--- src/rtl/dpot_pkg.sv ---
package dpot_pkg;

  localparam int unsigned BYTE_W = 8;
  localparam int unsigned NUM_CH = 2;

  typedef enum logic [3:0] {
    ST_IDLE,
    ST_ADDR,
    ST_ADDR_ACK,
    ST_INSTR,
    ST_INSTR_ACK,
    ST_WDATA,
    ST_WDATA_ACK,
    ST_RDATA,
    ST_RD_ACK
  } link_state_e;

  // 7-bit bus address: fixed prefix plus two strap bits
  function automatic logic [6:0] slave_addr(input logic fixed_var, input logic [1:0] strap);
    logic [1:0] low;
    low = fixed_var ? 2'b11 : strap;
    return {5'b01011, low};
  endfunction

endpackage

--- src/rtl/bus_sampler.sv ---
module bus_sampler #(
  parameter int STAGES = 2
) (
  input  logic clk,
  input  logic rst_n,
  input  logic scl_i,
  input  logic sda_i,
  output logic scl_lvl,
  output logic sda_lvl,
  output logic scl_rise,
  output logic scl_fall,
  output logic start_evt,
  output logic stop_evt
);
  // [STAGES-1] is the synchronized level, [STAGES] the previous sample
  logic [STAGES:0] scl_p, sda_p;
  logic scl_prev, sda_prev;

  always_ff @(posedge clk or negedge rst_n) begin
    if (!rst_n) begin
      scl_p <= '1;
      sda_p <= '1;
    end else begin
      scl_p <= {scl_p[STAGES-1:0], scl_i};
      sda_p <= {sda_p[STAGES-1:0], sda_i};
    end
  end

  assign scl_lvl   = scl_p[STAGES-1];
  assign sda_lvl   = sda_p[STAGES-1];
  assign scl_prev  = scl_p[STAGES];
  assign sda_prev  = sda_p[STAGES];
  assign scl_rise  = scl_lvl & ~scl_prev;
  assign scl_fall  = ~scl_lvl & scl_prev;
  assign start_evt = scl_lvl & scl_prev & sda_prev & ~sda_lvl;
  assign stop_evt  = scl_lvl & scl_prev & ~sda_prev & sda_lvl;
endmodule

--- src/rtl/link_fsm.sv ---
module link_fsm
  import dpot_pkg::*;
#(
  parameter int W = BYTE_W
) (
  input  logic         clk,
  input  logic         rst_n,
  input  logic         scl_rise,
  input  logic         scl_fall,
  input  logic         start_evt,
  input  logic         stop_evt,
  input  logic         sda_lvl,
  input  logic [6:0]   my_addr,
  input  logic [W-1:0] rd_value,
  output logic         sda_pull,
  output logic         instr_evt,
  output logic         wr_evt,
  output logic [W-1:0] rx_byte,
  output logic         in_idle
);
  localparam int CNT_W = $clog2(W + 1);
  localparam logic [CNT_W-1:0] FULL = CNT_W'(W);
  localparam logic [CNT_W-1:0] LAST = CNT_W'(W - 1);

  link_state_e state;
  logic [W-1:0]     sr;
  logic [CNT_W-1:0] cnt;
  logic             mack;
  logic             rx_state, byte_done;

  assign rx_state  = (state == ST_ADDR) || (state == ST_INSTR) || (state == ST_WDATA);
  assign byte_done = rx_state && scl_fall && (cnt == FULL);
  assign instr_evt = byte_done && (state == ST_INSTR);
  assign wr_evt    = byte_done && (state == ST_WDATA);
  assign rx_byte   = sr;
  assign in_idle   = (state == ST_IDLE);

  always_ff @(posedge clk or negedge rst_n) begin
    if (!rst_n) begin
      state    <= ST_IDLE;
      sr       <= '0;
      cnt      <= '0;
      mack     <= 1'b0;
      sda_pull <= 1'b0;
    end else if (start_evt) begin
      state    <= ST_ADDR;
      cnt      <= '0;
      sda_pull <= 1'b0;
    end else if (stop_evt) begin
      state    <= ST_IDLE;
      sda_pull <= 1'b0;
    end else begin
      unique case (state)
        ST_ADDR, ST_INSTR, ST_WDATA: begin
          if (scl_rise && cnt != FULL) begin
            sr  <= {sr[W-2:0], sda_lvl};
            cnt <= cnt + 1'b1;
          end else if (byte_done) begin
            if (state == ST_ADDR) begin
              if (sr[W-1:1] == my_addr) begin
                sda_pull <= 1'b1;
                state    <= ST_ADDR_ACK;
              end else begin
                state <= ST_IDLE;
              end
            end else begin
              sda_pull <= 1'b1;
              state    <= (state == ST_INSTR) ? ST_INSTR_ACK : ST_WDATA_ACK;
            end
          end
        end
        ST_ADDR_ACK: begin
          if (scl_fall) begin
            cnt <= '0;
            if (sr[0]) begin
              state    <= ST_RDATA;
              sr       <= rd_value;
              sda_pull <= ~rd_value[W-1];
            end else begin
              state    <= ST_INSTR;
              sda_pull <= 1'b0;
            end
          end
        end
        ST_INSTR_ACK, ST_WDATA_ACK: begin
          if (scl_fall) begin
            cnt      <= '0;
            state    <= ST_WDATA;
            sda_pull <= 1'b0;
          end
        end
        ST_RDATA: begin
          if (scl_fall) begin
            if (cnt == LAST) begin
              sda_pull <= 1'b0;
              cnt      <= '0;
              state    <= ST_RD_ACK;
            end else begin
              sr       <= {sr[W-2:0], 1'b0};
              sda_pull <= ~sr[W-2];
              cnt      <= cnt + 1'b1;
            end
          end
        end
        ST_RD_ACK: begin
          if (scl_rise) begin
            mack <= ~sda_lvl;
          end else if (scl_fall) begin
            if (mack) begin
              state    <= ST_RDATA;
              sr       <= rd_value;
              sda_pull <= ~rd_value[W-1];
              cnt      <= '0;
            end else begin
              state <= ST_IDLE;
            end
          end
        end
        default: state <= ST_IDLE;
      endcase
    end
  end
endmodule

--- src/rtl/wiper_bank.sv ---
module wiper_bank #(
  parameter int TAP_W = 8,
  parameter int NCH   = 2
) (
  input  logic                      clk,
  input  logic                      rst_n,
  input  logic                      instr_evt,
  input  logic                      wr_evt,
  input  logic [TAP_W-1:0]          rx_byte,
  output logic [NCH-1:0][TAP_W-1:0] taps,
  output logic [$clog2(NCH)-1:0]    sel,
  output logic                      shdn,
  output logic [TAP_W-1:0]          rd_value
);
  localparam int SEL_W = $clog2(NCH);
  localparam logic [TAP_W-1:0] MID = {1'b1, {(TAP_W-1){1'b0}}};

  // Command byte: channel pick in the top bits, power-down just below
  always_ff @(posedge clk or negedge rst_n) begin
    if (!rst_n) begin
      sel  <= '0;
      shdn <= 1'b0;
    end else if (instr_evt) begin
      sel  <= rx_byte[TAP_W-1 -: SEL_W];
      shdn <= rx_byte[TAP_W-1-SEL_W];
    end
  end

  for (genvar g = 0; g < NCH; g++) begin : g_ch
    always_ff @(posedge clk or negedge rst_n) begin
      if (!rst_n)
        taps[g] <= MID;
      else if (wr_evt && sel == SEL_W'(g))
        taps[g] <= rx_byte;
    end
  end

  assign rd_value = taps[sel];
endmodule

--- src/rtl/dual_wiper_ctrl.sv ---
module dual_wiper_ctrl
  import dpot_pkg::*;
#(
  parameter bit FIXED_ADDR  = 1'b0,
  parameter int SYNC_STAGES = 2
) (
  input  logic       clk,
  input  logic       rst_n,
  input  logic       scl_i,
  input  logic       sda_i,
  input  logic [1:0] addr_strap_i,
  output logic       sda_pull_o,
  output logic [7:0] tap1_o,
  output logic [7:0] tap2_o,
  output logic [1:0] shdn_o
);
  localparam int SEL_W = $clog2(NUM_CH);

  logic scl_lvl, sda_lvl, scl_rise, scl_fall, start_evt, stop_evt;
  logic instr_evt, wr_evt, in_idle, shdn;
  logic [BYTE_W-1:0] rx_byte, rd_value;
  logic [SEL_W-1:0]  wr_sel;
  logic [NUM_CH-1:0][BYTE_W-1:0] taps;
  logic [6:0] my_addr;

  assign my_addr = slave_addr(FIXED_ADDR, addr_strap_i);

  bus_sampler #(.STAGES(SYNC_STAGES)) u_smp (
    .clk(clk), .rst_n(rst_n), .scl_i(scl_i), .sda_i(sda_i),
    .scl_lvl(scl_lvl), .sda_lvl(sda_lvl), .scl_rise(scl_rise), .scl_fall(scl_fall),
    .start_evt(start_evt), .stop_evt(stop_evt)
  );

  link_fsm #(.W(BYTE_W)) u_fsm (
    .clk(clk), .rst_n(rst_n), .scl_rise(scl_rise), .scl_fall(scl_fall),
    .start_evt(start_evt), .stop_evt(stop_evt), .sda_lvl(sda_lvl),
    .my_addr(my_addr), .rd_value(rd_value), .sda_pull(sda_pull_o),
    .instr_evt(instr_evt), .wr_evt(wr_evt), .rx_byte(rx_byte), .in_idle(in_idle)
  );

  wiper_bank #(.TAP_W(BYTE_W), .NCH(NUM_CH)) u_bank (
    .clk(clk), .rst_n(rst_n), .instr_evt(instr_evt), .wr_evt(wr_evt),
    .rx_byte(rx_byte), .taps(taps), .sel(wr_sel), .shdn(shdn), .rd_value(rd_value)
  );

  assign tap1_o = taps[0];
  assign tap2_o = taps[1];

  for (genvar c = 0; c < NUM_CH; c++) begin : g_sd
    assign shdn_o[c] = shdn;
  end
endmodule

--- config.mk ---
export PLATFORM = sky130hd
export DESIGN_NAME = dual_wiper_ctrl
export DESIGN_NICKNAME = d
export VERILOG_FILES = /design/src/rtl/dpot_pkg.sv /design/src/rtl/bus_sampler.sv /design/src/rtl/link_fsm.sv /design/src/rtl/wiper_bank.sv /design/src/rtl/dual_wiper_ctrl.sv
export SDC_FILE = /design/constraint.sdc
export NUM_CORES = 1
export LEC_CHECK = 0
export ABC_AREA = 1
export ABC_CLOCK_PERIOD_IN_PS = 2400
export BUFFER_PORTS_ARGS = -buffer_cell sky130_fd_sc_hd__buf_2
export CORE_AREA = 2 2 84 86
export DETAILED_ROUTE_END_ITERATION = 8
export DIE_AREA = 0 0 86 88
export GPL_TIMING_DRIVEN = 0
export SKIP_LAST_GASP = 1
export SYNTH_ARGS = -nofsm -noshare
export SYNTH_HDL_FRONTEND = slang
export SYNTH_HIERARCHICAL = 1
export SYNTH_SLANG_ARGS = --single-unit
--- constraint.sdc ---
create_clock -name clk -period 2.4 [get_ports clk]
set_clock_uncertainty 0.15 [all_clocks]
set_input_delay 0.12 -clock clk [delete_from_list [all_inputs] [get_ports clk]]
set_output_delay 0.12 -clock clk [all_outputs]
set_load 0.01 [all_outputs]
Word level (Yosys, flattened, before mapping)

Cells that the tools add are included.

$add $sub $neg: 1
Order comparisons: 1
Equal/unequal tests: 37
Mux-type cells: 52
Bitwise gates (word level): 16
Reductions and logical operators: 21

Operators by type and width:

| cell                                                   | count |
|---|---|
| two-way mux 4 bit                                      | 20 |
| two-way mux 8 bit                                      | 10 |
| case mux 8 bit (4 select lines)                        | 1 |
| inequality test 4 x 3 -> 1 bit (second input constant) | 7 |
| equality test 4 x 3 -> 1 bit (second input constant)   | 5 |
| case mux 4 bit (5 select lines)                        | 1 |
| AND reduction 10 bit                                   | 2 |
| case mux 4 bit (4 select lines)                        | 1 |
| AND reduction 8 bit                                    | 2 |
| two-way mux 1 bit                                      | 14 |
| inequality test 2 x 1 -> 1 bit (second input constant) | 6 |
| inequality test 3 x 2 -> 1 bit (second input constant) | 4 |
| inequality test 4 bit (second input constant)          | 3 |
| AND reduction 11 bit                                   | 1 |
| NOT 1 bit                                              | 9 |
| equality test 4 x 2 -> 1 bit (second input constant)   | 2 |
| equality test 4 bit (second input constant)            | 2 |
| bitwise AND 1 bit                                      | 7 |
| equality test 7 x 6 -> 1 bit                           | 1 |
| logical AND 1 bit                                      | 7 |
| nonzero test 7 bit                                     | 1 |
| two-way mux 3 bit                                      | 2 |
| inequality test 2 bit (second input constant)          | 3 |
| OR reduction 3 bit                                     | 2 |
| other kinds (13)                                       | 15 |

Flip-flop bits (word level): 42
Bits of input ports: 6
Output and inout bits: 19
Word-level logic and storage cells: 140

Logic depth before layout (Yosys ltp)

Word-level depth: 10
Depth in mapped cells: 11
Gate-level depth less buffers: 11

Hierarchy

Netlist, hierarchy kept.

Modules (own cells, without submodules):

| module          | times used | cells an instance | area an instance (um^2) | seq. area each (um^2) |
|---|---|---|---|---|
| link_fsm        | 1          | 247               | 1517.7                  | 450.4 |
| wiper_bank      | 1          | 103               | 868.3                   | 452.9 |
| bus_sampler     | 1          | 17                | 198.9                   | 157.7 |
| dual_wiper_ctrl | 1          | 4                 | 22.5                    | 0.0 |

Worst setup path before layout

OpenSTA, ideal clock, no wires.

Kind: register -> register
From: reg u_smp.scl_p[2]
To: reg u_fsm.cnt[3]
Setup time: 0.118 ns
Arrival time: 1.616 ns
Required time: 2.132 ns
Path slack: 0.516 ns
Stages on the path, launching flop included: 12
Path buffers: 0
Clock period less this slack: 1.884 ns
Path through: dfstp_2 inv_1 nor2_1 inv_1 o211ai_1 nand2_1 nor2_1 nand2_1 nor2_2 nor2_2 nand2_1 nand2_1

Elaborated cells between the ends (all ways): 19
Those cells by class: eq/ne (7); mux (1); bitwise (8); reduce/logical (3)

RTL lines:

| item                                                                                              | line                  | RTL |
|---|---|---|
| start, declared                                                                                   | bus_sampler.sv:16     | `logic [STAGES:0] scl_p, sda_p;` |
| start signal, assigned                                                                            | bus_sampler.sv:24     | `scl_p <= {scl_p[STAGES-1:0], scl_i};` |
| bitwise AND 1 bit (*)                                                                             | bus_sampler.sv:34     | `assign scl_fall = ~scl_lvl & scl_prev;` |
| named net scl_fall                                                                                | dual_wiper_ctrl.sv:19 | `logic scl_lvl, sda_lvl, scl_rise, scl_fall, start_evt, stop_evt;` |
| inequality test 3 x 2 -> 1 bit (no line) / inequality test 3 x 1 -> 1 bit (equally long branches) | --                    |  |
| AND reduction 8 bit (no line) (*)                                                                 | --                    |  |
| end signal, assigned                                                                              | link_fsm.sv:57        | `cnt <= cnt + 1'b1;` |
| end signal, assigned                                                                              | link_fsm.sv:101       | `cnt <= cnt + 1'b1;` |
| end, declared                                                                                     | link_fsm.sv:27        | `logic [CNT_W-1:0] cnt;` |

Mark *: on every way through the listed nets, which the timed path passes. The rest lies on a longest branch.
A chain may end at the register's enable or synchronous reset.

Worst setup path after layout

From: reg u_smp.scl_p[2]
To: reg u_fsm.cnt[1]

The elaborated chain is that of the path after synthesis.

==> run summary <==
critical path required time - 2.45 ns
layout cells sized above 1 - 0.1776
status - finished clean
NumNets Final - 418
core area - 6644 sq um
Max Cap Viol - 0
Residual DRC - 0
Routed WL - 5926 microns
Worst Reg2Reg Path Length in Cells - 11
CTS max path bufs - 2
worst-margin pin slew - 0.9355 ns
worst path cell trace - inv_1 > nor2_1 > inv_1 > o211ai_1 > nand2_1 > nor2_2 > nand2_1 > nor2_2 > nor2_2 > nand2_1 > nand2_1
Syn Area/Cell - 7.055 sq um
final cell count without fillers - 491
TritonCTS clock tree - yes
CTS H-tree lvls - 2
clock sink count - 42
YS warnings - 6
unrepaired setup endpoints after global routing - no
Fin. Hold Viols - 0
antenna violations before repair - 0
worst hold stages - 0
Placed Instances - 480
Reg area - 1061 sq um
Starting Density - 0.3908
Setup CP Type - reg2reg
Rel. slew slack - 0.3764
CP max stage cell - dfstp_2
setup TNS - 0 ns
Cell Area, Synth - 2596 sq um
footprint of the multi-input gates - 1313 sq um
gr ovfl total - 0
CP Data Arrival Time - 2.19 ns
commonest non-fill, non-tap cell in the layout - nand2_1
Mapped Cells - 368
ant diodes - 0
Crit path largest cell delay - 0.55 ns
wire per inst - 12.07 microns
Hold/Removal Path Class - reg2reg
fill count - 694
CTS buffer count - 5
crit start category - register
Final ANT Viol Nets - 0
die area - 7568 sq um
vias in the first global route - 2398
Fin Hold WS - 0.2116 ns
period utilisation layout - 0.8933
GPL Wtd Cong - 0.9001
most frequent CP cell - nand2_1
Vert. Die Dim - 88 microns
vias per cell - 4.849
IO buf count - 24
first-pass GRT wire length - 10670 microns
Final Max Slew Viols - 0
via count - 2381
PD cells - 562.6 nW/um^2
CTS Root Buffer Type - clkbuf_8
Pre-antenna DRT Iters - 4
Final Setup Violations - 0
Pleak - 1.662 nW
hpwl dp - 4418 microns
Tmin final - 2.144 ns
Max Freq - 0.4664 GHz
Top Ports - 25
die width - 86 microns
Clock Latency Late Sink - 0.30 ns
Tot GR Track Use - 0.1765
total chip power - 1.675 mW
Max FO, Critical Path - 4
drt first-iter violations - 161
Peak supply drop - 0.3747 mV
Critical Path End Type - register
most frequent cells in the layout - nand2_1, inv_1, dfrtp_1
largest net degree at the start of global routing - 43
row count - 30
Reg clk slew, reported paths - 0.09 ns
area added between synthesis and finish - 14.65%
state kept, by name, indices dropped and copies added, names as in the netlist:
| name | cells |
|---|---|
| u_bank/taps | 16 |
| u_fsm/rx_byte | 8 |
| u_fsm/cnt | 4 |
| u_fsm/state | 4 |
| u_smp/scl_p | 3 |
| u_smp/sda_p | 3 |
| u_bank/sel | 1 |
| u_bank/shdn | 1 |
| u_fsm/mack | 1 |
| u_fsm/sda_pull | 1 |
critical path: cells and delay by family (launching register included):
family / cells / cell delay (ns)
simple gates: 8 / 0.98
buf+inv: 2 / 0.14
compound gates: 1 / 0.23
flops: 1 / 0.55
final cells by class:
class,instances,share of cell area
multi-input cells,283,0.4409
flip-flops and latches,42,0.3565
inverters,42,0.05549
repair buffers,27,0.05044
well taps,80,0.03363
plain buffers,9,0.03195
clock buffers,5,0.02312
clock inverters,3,0.007987
power breakdown:
group,internal (mW),total [mW],switching (mW)
registers,0.788,0.903,0.115
clock network,0.208,0.478,0.270
logic,0.115,0.294,0.179
total,1.11,1.67,0.564
what timing repair did:
| item | CTS | global route |
|---|---|---|
| hold buffers | 3 | 0 |
| hold endpoints to repair | 36 | 0 |
| resized for setup | 0 | 2 |
| setup buffers | 0 | 0 |
| endpoints found under the setup margin | 0 | 6 |
worst paths after layout:
path	from	endpoint	slack, ns
max in group asynchronous	rst_n	u_fsm/rx_byte[0]$_DFFE_PN0P_	1.17
hold / removal	u_smp/sda_p[0]$_DFF_PN1_	u_smp/sda_p[1]$_DFF_PN1_	0.21
setup / recovery	u_smp/scl_p[2]$_DFF_PN1_	u_fsm/cnt[1]$_DFFE_PN0P_	0.26
setup reg to reg	u_smp/scl_p[2]$_DFF_PN1_	u_fsm/cnt[1]$_DFFE_PN0P_	0.26
min in group asynchronous	rst_n	u_bank/taps[1]$_DFFE_PN0P_	0.34
hold reg to reg	u_smp/sda_p[0]$_DFF_PN1_	u_smp/sda_p[1]$_DFF_PN1_	0.21
layer usage:
metal | GRT usage | wire length (microns) | up-vias
met4 | 0.05916 | 74 | 0
met3 | 0.03299 | 180 | 6
met2 | 0.3101 | 2826 | 41
met1 | 0.2182 | 2844 | 1104
li1 | - | - | 1230
met5 | 0 | 0 | -
through the flow:
stage / setup WS, ns / instance area (sq um) / util
after floorplan: 0.5159 / 2626 / -
after global placement: 0.2598 / 2846 / 0.4284
after detailed placement: 0.2411 / 2846 / 0.4284
after CTS: 0.2064 / 2969 / 0.4469
after global routing: 0.05707 / 2977 / 0.4480
final: 0.2561 / 2977 / 0.4480
Note: power is estimated with default switching activity, not from simulation.
